<file path="src/rtl/bch15_7_enc.sv">
module bch15_7_enc #(
  parameter int N   = 15,
  parameter int K   = 7,
  parameter logic [N-K:0] GEN = 9'h1D1
) (
  input  logic         clk,
  input  logic         rst_n,
  input  logic         start,
  input  logic [K-1:0] msg,
  output logic         busy,
  output logic         done,
  output logic [N-1:0] codeword
);
  localparam int P  = N - K;
  localparam int CW = $clog2(N + 1);

  logic [K-1:0]  msg_sr;
  logic [P-1:0]  par;
  logic [CW-1:0] cnt;
  logic          in_msg, out_bit, fb;

  assign in_msg  = (cnt < CW'(K));
  assign fb      = in_msg & (msg_sr[K-1] ^ par[P-1]);
  assign out_bit = in_msg ? msg_sr[K-1] : par[P-1];

  always_ff @(posedge clk) begin
    if (!rst_n) begin
      busy     <= 1'b0;
      done     <= 1'b0;
      codeword <= '0;
      msg_sr   <= '0;
      par      <= '0;
      cnt      <= '0;
    end else begin
      done <= 1'b0;
      if (!busy) begin
        if (start) begin
          busy   <= 1'b1;
          msg_sr <= msg;
          par    <= '0;
          cnt    <= '0;
        end
      end else begin
        codeword <= {codeword[N-2:0], out_bit};
        msg_sr   <= {msg_sr[K-2:0], 1'b0};
        par      <= {par[P-2:0], 1'b0} ^ (fb ? GEN[P-1:0] : '0);
        cnt      <= cnt + 1'b1;
        if (cnt == CW'(N - 1)) begin
          busy <= 1'b0;
          done <= 1'b1;
        end
      end
    end
  end
endmodule

</file>
<file path="config.mk">
export PLATFORM = sky130hd
export DESIGN_NAME = bch15_7_enc
export DESIGN_NICKNAME = d
export VERILOG_FILES = /design/src/rtl/bch15_7_enc.sv
export SDC_FILE = /design/constraint.sdc
export NUM_CORES = 1
export LEC_CHECK = 0
export BUFFER_PORTS_ARGS = -buffer_cell sky130_fd_sc_hd__buf_2
export CAP_MARGIN = 25
export CORE_ASPECT_RATIO = 0.8
export CORE_MARGIN = 2
export CORE_UTILIZATION = 35
export DETAILED_ROUTE_END_ITERATION = 8
export GPL_TIMING_DRIVEN = 0
export HOLD_SLACK_MARGIN = 0.12
export PLACE_DENSITY = 0.55
export SLEW_MARGIN = 20
export SYNTH_ARGS = -nofsm -noshare
export SYNTH_HDL_FRONTEND = slang
export SYNTH_SLANG_ARGS = --single-unit
</file>
<file path="constraint.sdc">
create_clock -name clk -period 1.41 [get_ports clk]
set_input_delay 0.2115 -clock clk [delete_from_list [all_inputs] [get_ports clk]]
set_output_delay 0.2115 -clock clk [all_outputs]
set_load 0.05 [all_outputs]
</file>
==> results of run 1 <==
==> power breakdown <==
group	internal, mW	switching (mW)
Combinational	0.104	0.129
Sequential	1.04	0.0206
Clock	0.525	0.356
Total	1.67	0.505
==> tightest hold or removal path, cell delays in order <==
cell	delay, ns
buf_2	0.10
mux2i_1	0.14
nor3b_1	0.06
==> cells in the mapped netlist (all sizes together), types with 2 or more instances <==
| cell type | number | share of area |
|---|---|---|
| dfxtp | 36 | 0.45 |
| nor2b | 26 | 0.10 |
| mux2i | 22 | 0.14 |
| a21oi | 11 | 0.036 |
| nor3b | 11 | 0.051 |
| buf | 10 | 0.049 |
| o21ai | 8 | 0.025 |
| and2 | 7 | 0.029 |
| nand2 | 7 | 0.016 |
| nand3 | 5 | 0.015 |
| a311o | 3 | 0.019 |
| clkbuf | 3 | 0.0070 |
| xor2 | 3 | 0.021 |
| ha | 2 | 0.015 |
| o21a | 2 | 0.0093 |
==> placed cells by master, fill, tap and decap left out, types with 2 or more instances in the layout <==
master	netlist	final
nand2_1	7	7
o21a_1	2	2
a21oi_1	10	10
mux2i_1	22	21
nor3b_1	11	11
o21ai_0	8	8
nor2b_1	26	26
nand3_1	5	5
xor2_1	2	2
buf_2	4	29
clkbuf_8	0	5
dfxtp_1	36	35
a311o_1	3	3
buf_4	2	3
clkbuf_1	3	4
and2_1	6	6
buf_6	4	4
==> routing by layer <==
layer	up-vias	share of wire
met5	-	0
met4	0	0.014
met3	5	0.028
met2	11	0.45
met1	566	0.51
li1	621	-
==> flip-flops by register name, indices dropped and copies added (netlist names) <==
name / count
busy: 1
done: 1
codeword: 15
msg_sr: 7
cnt: 4
par: 8
==> final timing paths <==
kind | start | endpoint | cells past startpoint
min reg2reg | par[2]$_SDFFE_PN0P_ | par[3]$_SDFFE_PN0P_ | 2
max reg2reg | cnt[0]$_SDFFE_PN0P_ | codeword[0]$_SDFFE_PN0P_ | 4
max | cnt[0]$_SDFFE_PN0P_ | codeword[0]$_SDFFE_PN0P_ | 4
min | msg[0] | msg_sr[0]$_SDFFE_PP0P_ | 3
==> metrics by stage <==
step,worst slack [ns],instances,util,setup TNS (ns),total power [mW]
finish,0.1026,257,0.4318,0,2.177
global route,0.02528,257,0.4318,0,2.283
CTS,0.01507,256,0.4296,0,2.212
detailed placement,-0.03965,248,0.4033,-0.06177,1.315
global placement,-0.02045,248,0.4033,-0.02045,1.309
floorplan,0.05555,163,-,0,1.257
==> cell type report <==
| class | instances | area share |
|---|---|---|
| Multi-Input combinational cell | 113 | 0.4191 |
| Sequential cell | 36 | 0.3703 |
| Timing Repair Buffer | 26 | 0.06804 |
| Buffer | 13 | 0.04685 |
| Tap cell | 60 | 0.03851 |
| Clock buffer | 6 | 0.03723 |
| Clock inverter | 2 | 0.01797 |
| Inverter | 1 | 0.001926 |
==> timing repair <==
item,4_1_cts,5_1_grt
setup endpoints to repair,2,4
pin swaps,0,1
setup buffers,0,1
gates resized for setup,2,1
==> kinds of logic (layout without fill, tap and decap cells) <==
group / count (synthesis) / in the layout / synth area share
DFF: 36 / 36 / 0.4451
muxes: 22 / 22 / 0.1360
AOI/OAI and AO/OA: 26 / 26 / 0.09892
and+or+nand+nor: 60 / 60 / 0.2249
buffers and inverters: 14 / 48 / 0.05873
xor gates and xnor gates: 3 / 3 / 0.02087
adders and majority gates: 2 / 2 / 0.01545
==> results.ini, run 1 <==
[global_route]
use_met1 = 0.1841
met3_usage = 0.03900
gr-max-usage-layer = met2
grt_util_met2 = 0.2031
grt_remaining_overflow = 0
track_usage = 0.1360
grt_antenna_before_repair = 0
grt_max_degree = 12
grt_pass1_vias = 1155
grt_pass1_wl_um = 5402

[critical_path]
r2r_slack_ns = 0.10
worstSetupEndpointType = register
crit_chain = ha_2 > a21oi_4 > mux2i_2 > a21oi_1
critPathTopFamily = flip-flops
critical-path-slowest-cell = dfxtp_1
worst-path-buf-inv = 0
cp-start-kind = register
crit_required_ns = 1.57
critPathArrivalTime_ns = 1.47
max_stage_delay_ns = 0.34
crit_type = register to register
cp_max_fo = 6

[sta]
finalHoldViolations = 0
finClkSkew_ns = 0.01076
min_period_over_period = 0.9272
maxSlewHeadroom = 0.7157
final-max-slew-violation-count = 0
setup_violations = 0
fmax_mhz = 764.9
fin_crit_ns = 1.307
tightest_slew_ns = 0.4265
rsz0062_at_grt = no
worst_hold_slack_ns = 0.2606

[yosys]
avgSynthCellArea_um2 = 9.933
yosys_register_bits = 36
ys_seq_area_frac = 0.4451
synth_area_mm2 = 0.001619
async_flop_share = 0
syn_inst = 163
yosysUniqueCellTypes = 27
synth_nets = 175
yosys_warnings = 0
synthFlopType = dfxtp_1
synth_edf_count = 0

[flow_run]
drv_cap = 0

[routing]
drc = 0
detail_route.vias_per_cell = 4.681
routed_wl_um = 3216
ant_nets = 0
post_drt_wl_per_cell_um = 12.51
drt_iter0_markers = 31
dr.pass1.iters = 4
vias = 1203

[cells_and_area]
multiInputGateArea_um2 = 817.0
stdcell_area_mm2 = 0.001949
regArea_um2 = 721.9
diodes = 0
syn_to_final_growth_pct = 20.40
fill_cells = 460
num-nets-final = 208
drive_gt1_frac = 0.2487

[die]
die_h_um = 64.84
core_area_mm2 = 0.004514
start_util = 0.3586
die_area_mm2 = 0.005189
rows = 22
die_w_um = 80.04
ios = 27

[pwr]
ir_drop_mv = 0.6067
powerDensity_mw_per_mm2 = 1117
power_leakage_nw = 0.8013

[placed_design]
place.gp.congestion = 0.7055
dp_hpwl_um = 2348
port_buffers = 25
placed_area_mm2 = 0.001821

[clocking]
htreeDepth = 2
cts_tree = built
cts_max_path_buffers = 2
cts_root_buf = clkbuf_8
cts_buffers = 5
clkTransAtPathRegs_ns = 0.08
clk_latency_ns = 0.29
cts_sinks = 36
cts_hold_buf = 0

[outcome]
status = completed

[min_path]
hold_class = input pin to register

No activity file was read; power rests on OpenSTA's default activity.
==> run 2, diff against run 1 <==
--- a/config.mk
+++ b/config.mk
@@ -15,3 +15,4 @@
 export HOLD_SLACK_MARGIN = 0.12
-export PLACE_DENSITY = 0.55
+export PLACE_DENSITY = 0.64
+export REMOVE_ABC_BUFFERS = 1
 export SLEW_MARGIN = 20
--- a/constraint.sdc
+++ b/constraint.sdc
@@ -3,2 +3,2 @@
 set_output_delay 0.2115 -clock clk [all_outputs]
-set_load 0.05 [all_outputs]
+set_load 0.005 [all_outputs]
==> results.ini, run 2 (synthesis gave the netlist of run 1 again) <==
[sta]
final-max-slew-violation-count = 0  ; unchanged
finClkSkew_ns = 0.004255  ; -0.006501 ns
finalHoldViolations = 0  ; unchanged
tightest_slew_ns = 0.5892  ; +0.1627 ns
fmax_mhz = 751.5  ; -1.8%
setup_violations = 0  ; unchanged
worst_hold_slack_ns = 0.2477  ; -0.01294 ns
rsz0062_at_grt = no
layout_setup_ws_ns = 0.07931  ; -0.02333 ns
maxSlewHeadroom = 0.6072  ; -0.1085
min_period_over_period = 0.9438  ; +0.01655
fin_crit_ns = 1.331  ; +0.02333 ns

[routing]
ant_nets = 0  ; unchanged
detail_route.vias_per_cell = 4.624  ; -1.2%
vias = 1133  ; -5.8%
routed_wl_um = 2739  ; -15%
drc = 0  ; unchanged
drt_iter0_markers = 84  ; +170%
dr.pass1.iters = 4  ; unchanged
post_drt_wl_per_cell_um = 11.18  ; -11%

[clocking]
clk_latency_ns = 0.29  ; about the same
cts_tree = built
cts_buffers = 5  ; unchanged
cts_hold_buf = 0  ; unchanged
cts_sinks = 36  ; unchanged
post_cts_buffers = 0  ; unchanged
cts_root_buf = clkbuf_8
htreeDepth = 2  ; unchanged
postCtsResizedCells = 0  ; -2
cts_max_path_buffers = 2  ; unchanged
clkTransAtPathRegs_ns = 0.07  ; about the same

[global_route]
grt_pass1_wl_um = 4733  ; -12%
grt_max_degree = 41  ; +29
grt_pass1_vias = 1039  ; -10%
grt_remaining_overflow = 0  ; unchanged
track_usage = 0.1180  ; -0.01803
grt_antenna_before_repair = 0  ; unchanged

[cells_and_area]
stdcell_area_mm2 = 0.001869  ; -4.1%
largest_register_ffs = 15  ; unchanged
multiInputGateArea_um2 = 810.8  ; -0.77%
final_common_cell = dfxtp_1
post-route-util = 0.4141  ; -0.01774
syn_to_final_growth_pct = 15.46
drive_gt1_frac = 0.2054  ; -0.04333
diodes = 0  ; unchanged
largestRegisters = codeword x15, par x8, msg_sr x7
regArea_um2 = 721.9  ; unchanged
layout_common_cells = dfxtp_1 (35), nor2b_1 (26), buf_2 (26)
fill_cells = 475  ; +3.3%
regMostFlops = codeword
num-nets-final = 196  ; -5.8%

[die]
rows = 22  ; unchanged
ios = 27  ; unchanged
die_area_mm2 = 0.005189  ; unchanged
die_w_um = 80.04  ; unchanged
core_area_mm2 = 0.004514  ; unchanged
start_util = 0.3586  ; unchanged
die_h_um = 64.84  ; unchanged

[placed_design]
port_buffers = 26  ; +4.0%
placed_area_mm2 = 0.001754  ; -3.6%
place.gp.congestion = 0.7562  ; +7.2%
dp_hpwl_um = 1731  ; -26%
place_ws_ns = 0.01901  ; +0.05866 ns

[pwr]
power_leakage_nw = 0.7632  ; -4.8%
total_power_mw = 2.130  ; -2.2%
powerDensity_mw_per_mm2 = 1140  ; +2.0%
ir_drop_mv = 0.5365  ; -12%

[critical_path]
critical-path-slowest-cell = dfxtp_1
reg2reg_depth = 4  ; unchanged
r2r_end = par[7]$_SDFFE_PN0P_
worstSetupEndpointType = register
cp-endpoint = par[7]$_SDFFE_PN0P_
crit_type = register to register
max_stage_delay_ns = 0.33  ; about the same
cp_max_fo = 6  ; unchanged
crit_chain = ha_1 > a21oi_4 > a21oi_1 > a311o_1
r2r-start = cnt[0]$_SDFFE_PN0P_
r2r_slack_ns = 0.08  ; -0.02 ns
crit_required_ns = 1.58  ; about the same
critPathArrivalTime_ns = 1.51  ; +0.04 ns
cp-startpoint = cnt[0]$_SDFFE_PN0P_
cp-start-kind = register

[min_path]
hold_class = input pin to register

[flow_run]
drv_cap = 0  ; unchanged

[outcome]
status = completed

run 2: layer usage:
metal | wire [um] | track usage | vias to the layer above | part of all wire
met5 | 0 | 0 | - | 0
met4 | 51 | 0.05720 | 0 | 0.019
met3 | 137 | 0.03760 | 6 | 0.050
met2 | 1079 | 0.1625 | 23 | 0.39
met1 | 1471 | 0.1648 | 508 | 0.54
li1 | - | - | 596 | -
run 2: power by group:
part           leakage, nW  switching [mW]  internal [mW]
Sequential           0.292          0.0311           1.04
Combinational        0.416          0.0835         0.0846
Clock               0.0552           0.363          0.524
Total                0.763           0.478           1.65
run 2: final cells by class:
| cell class | instances | area share |
|---|---|---|
| inverter | 1 | 0.002008 |
| clock inverter | 2 | 0.01874 |
| multi-input combinational | 113 | 0.4337 |
| tap | 60 | 0.04016 |
| timing repair buffer | 27 | 0.08032 |
| sequential | 36 | 0.3862 |
| clock buffer | 6 | 0.03882 |
run 2: how the worst min path moves through the flow:
stage | depth (start not counted) | startpoint | endpoint | slack [ns]
finish | 3 | msg[0] | msg_sr[0]$_SDFFE_PP0P_ | 0.25
global route | 3 | msg[0] | msg_sr[0]$_SDFFE_PP0P_ | 0.29
CTS | 3 | msg[0] | msg_sr[0]$_SDFFE_PP0P_ | 0.24
detailed placement | 2 | par[1]$_SDFFE_PN0P_ | par[2]$_SDFFE_PN0P_ | 0.50
global placement | 2 | par[4]$_SDFFE_PN0P_ | par[5]$_SDFFE_PN0P_ | 0.49
floorplan | 1 | rst_n | cnt[0]$_SDFFE_PN0P_ | 0.33
run 2: stage by stage:
stage          instances  setup TNS, ns
4_1_cts              245              0
6_report             245              0
3_5_place_dp         237              0
2_1_floorplan        150         -15.99
3_3_place_gp         236         -31.13
5_1_grt              245              0
run 2: critical path, delay by kind of cell, from the launching register on:
family                   cells  cell delay (ns)
AO/OA/AOI/OAI                3             0.63
flip-flops                   1             0.33
adder cells (fa/ha/maj)      1             0.26
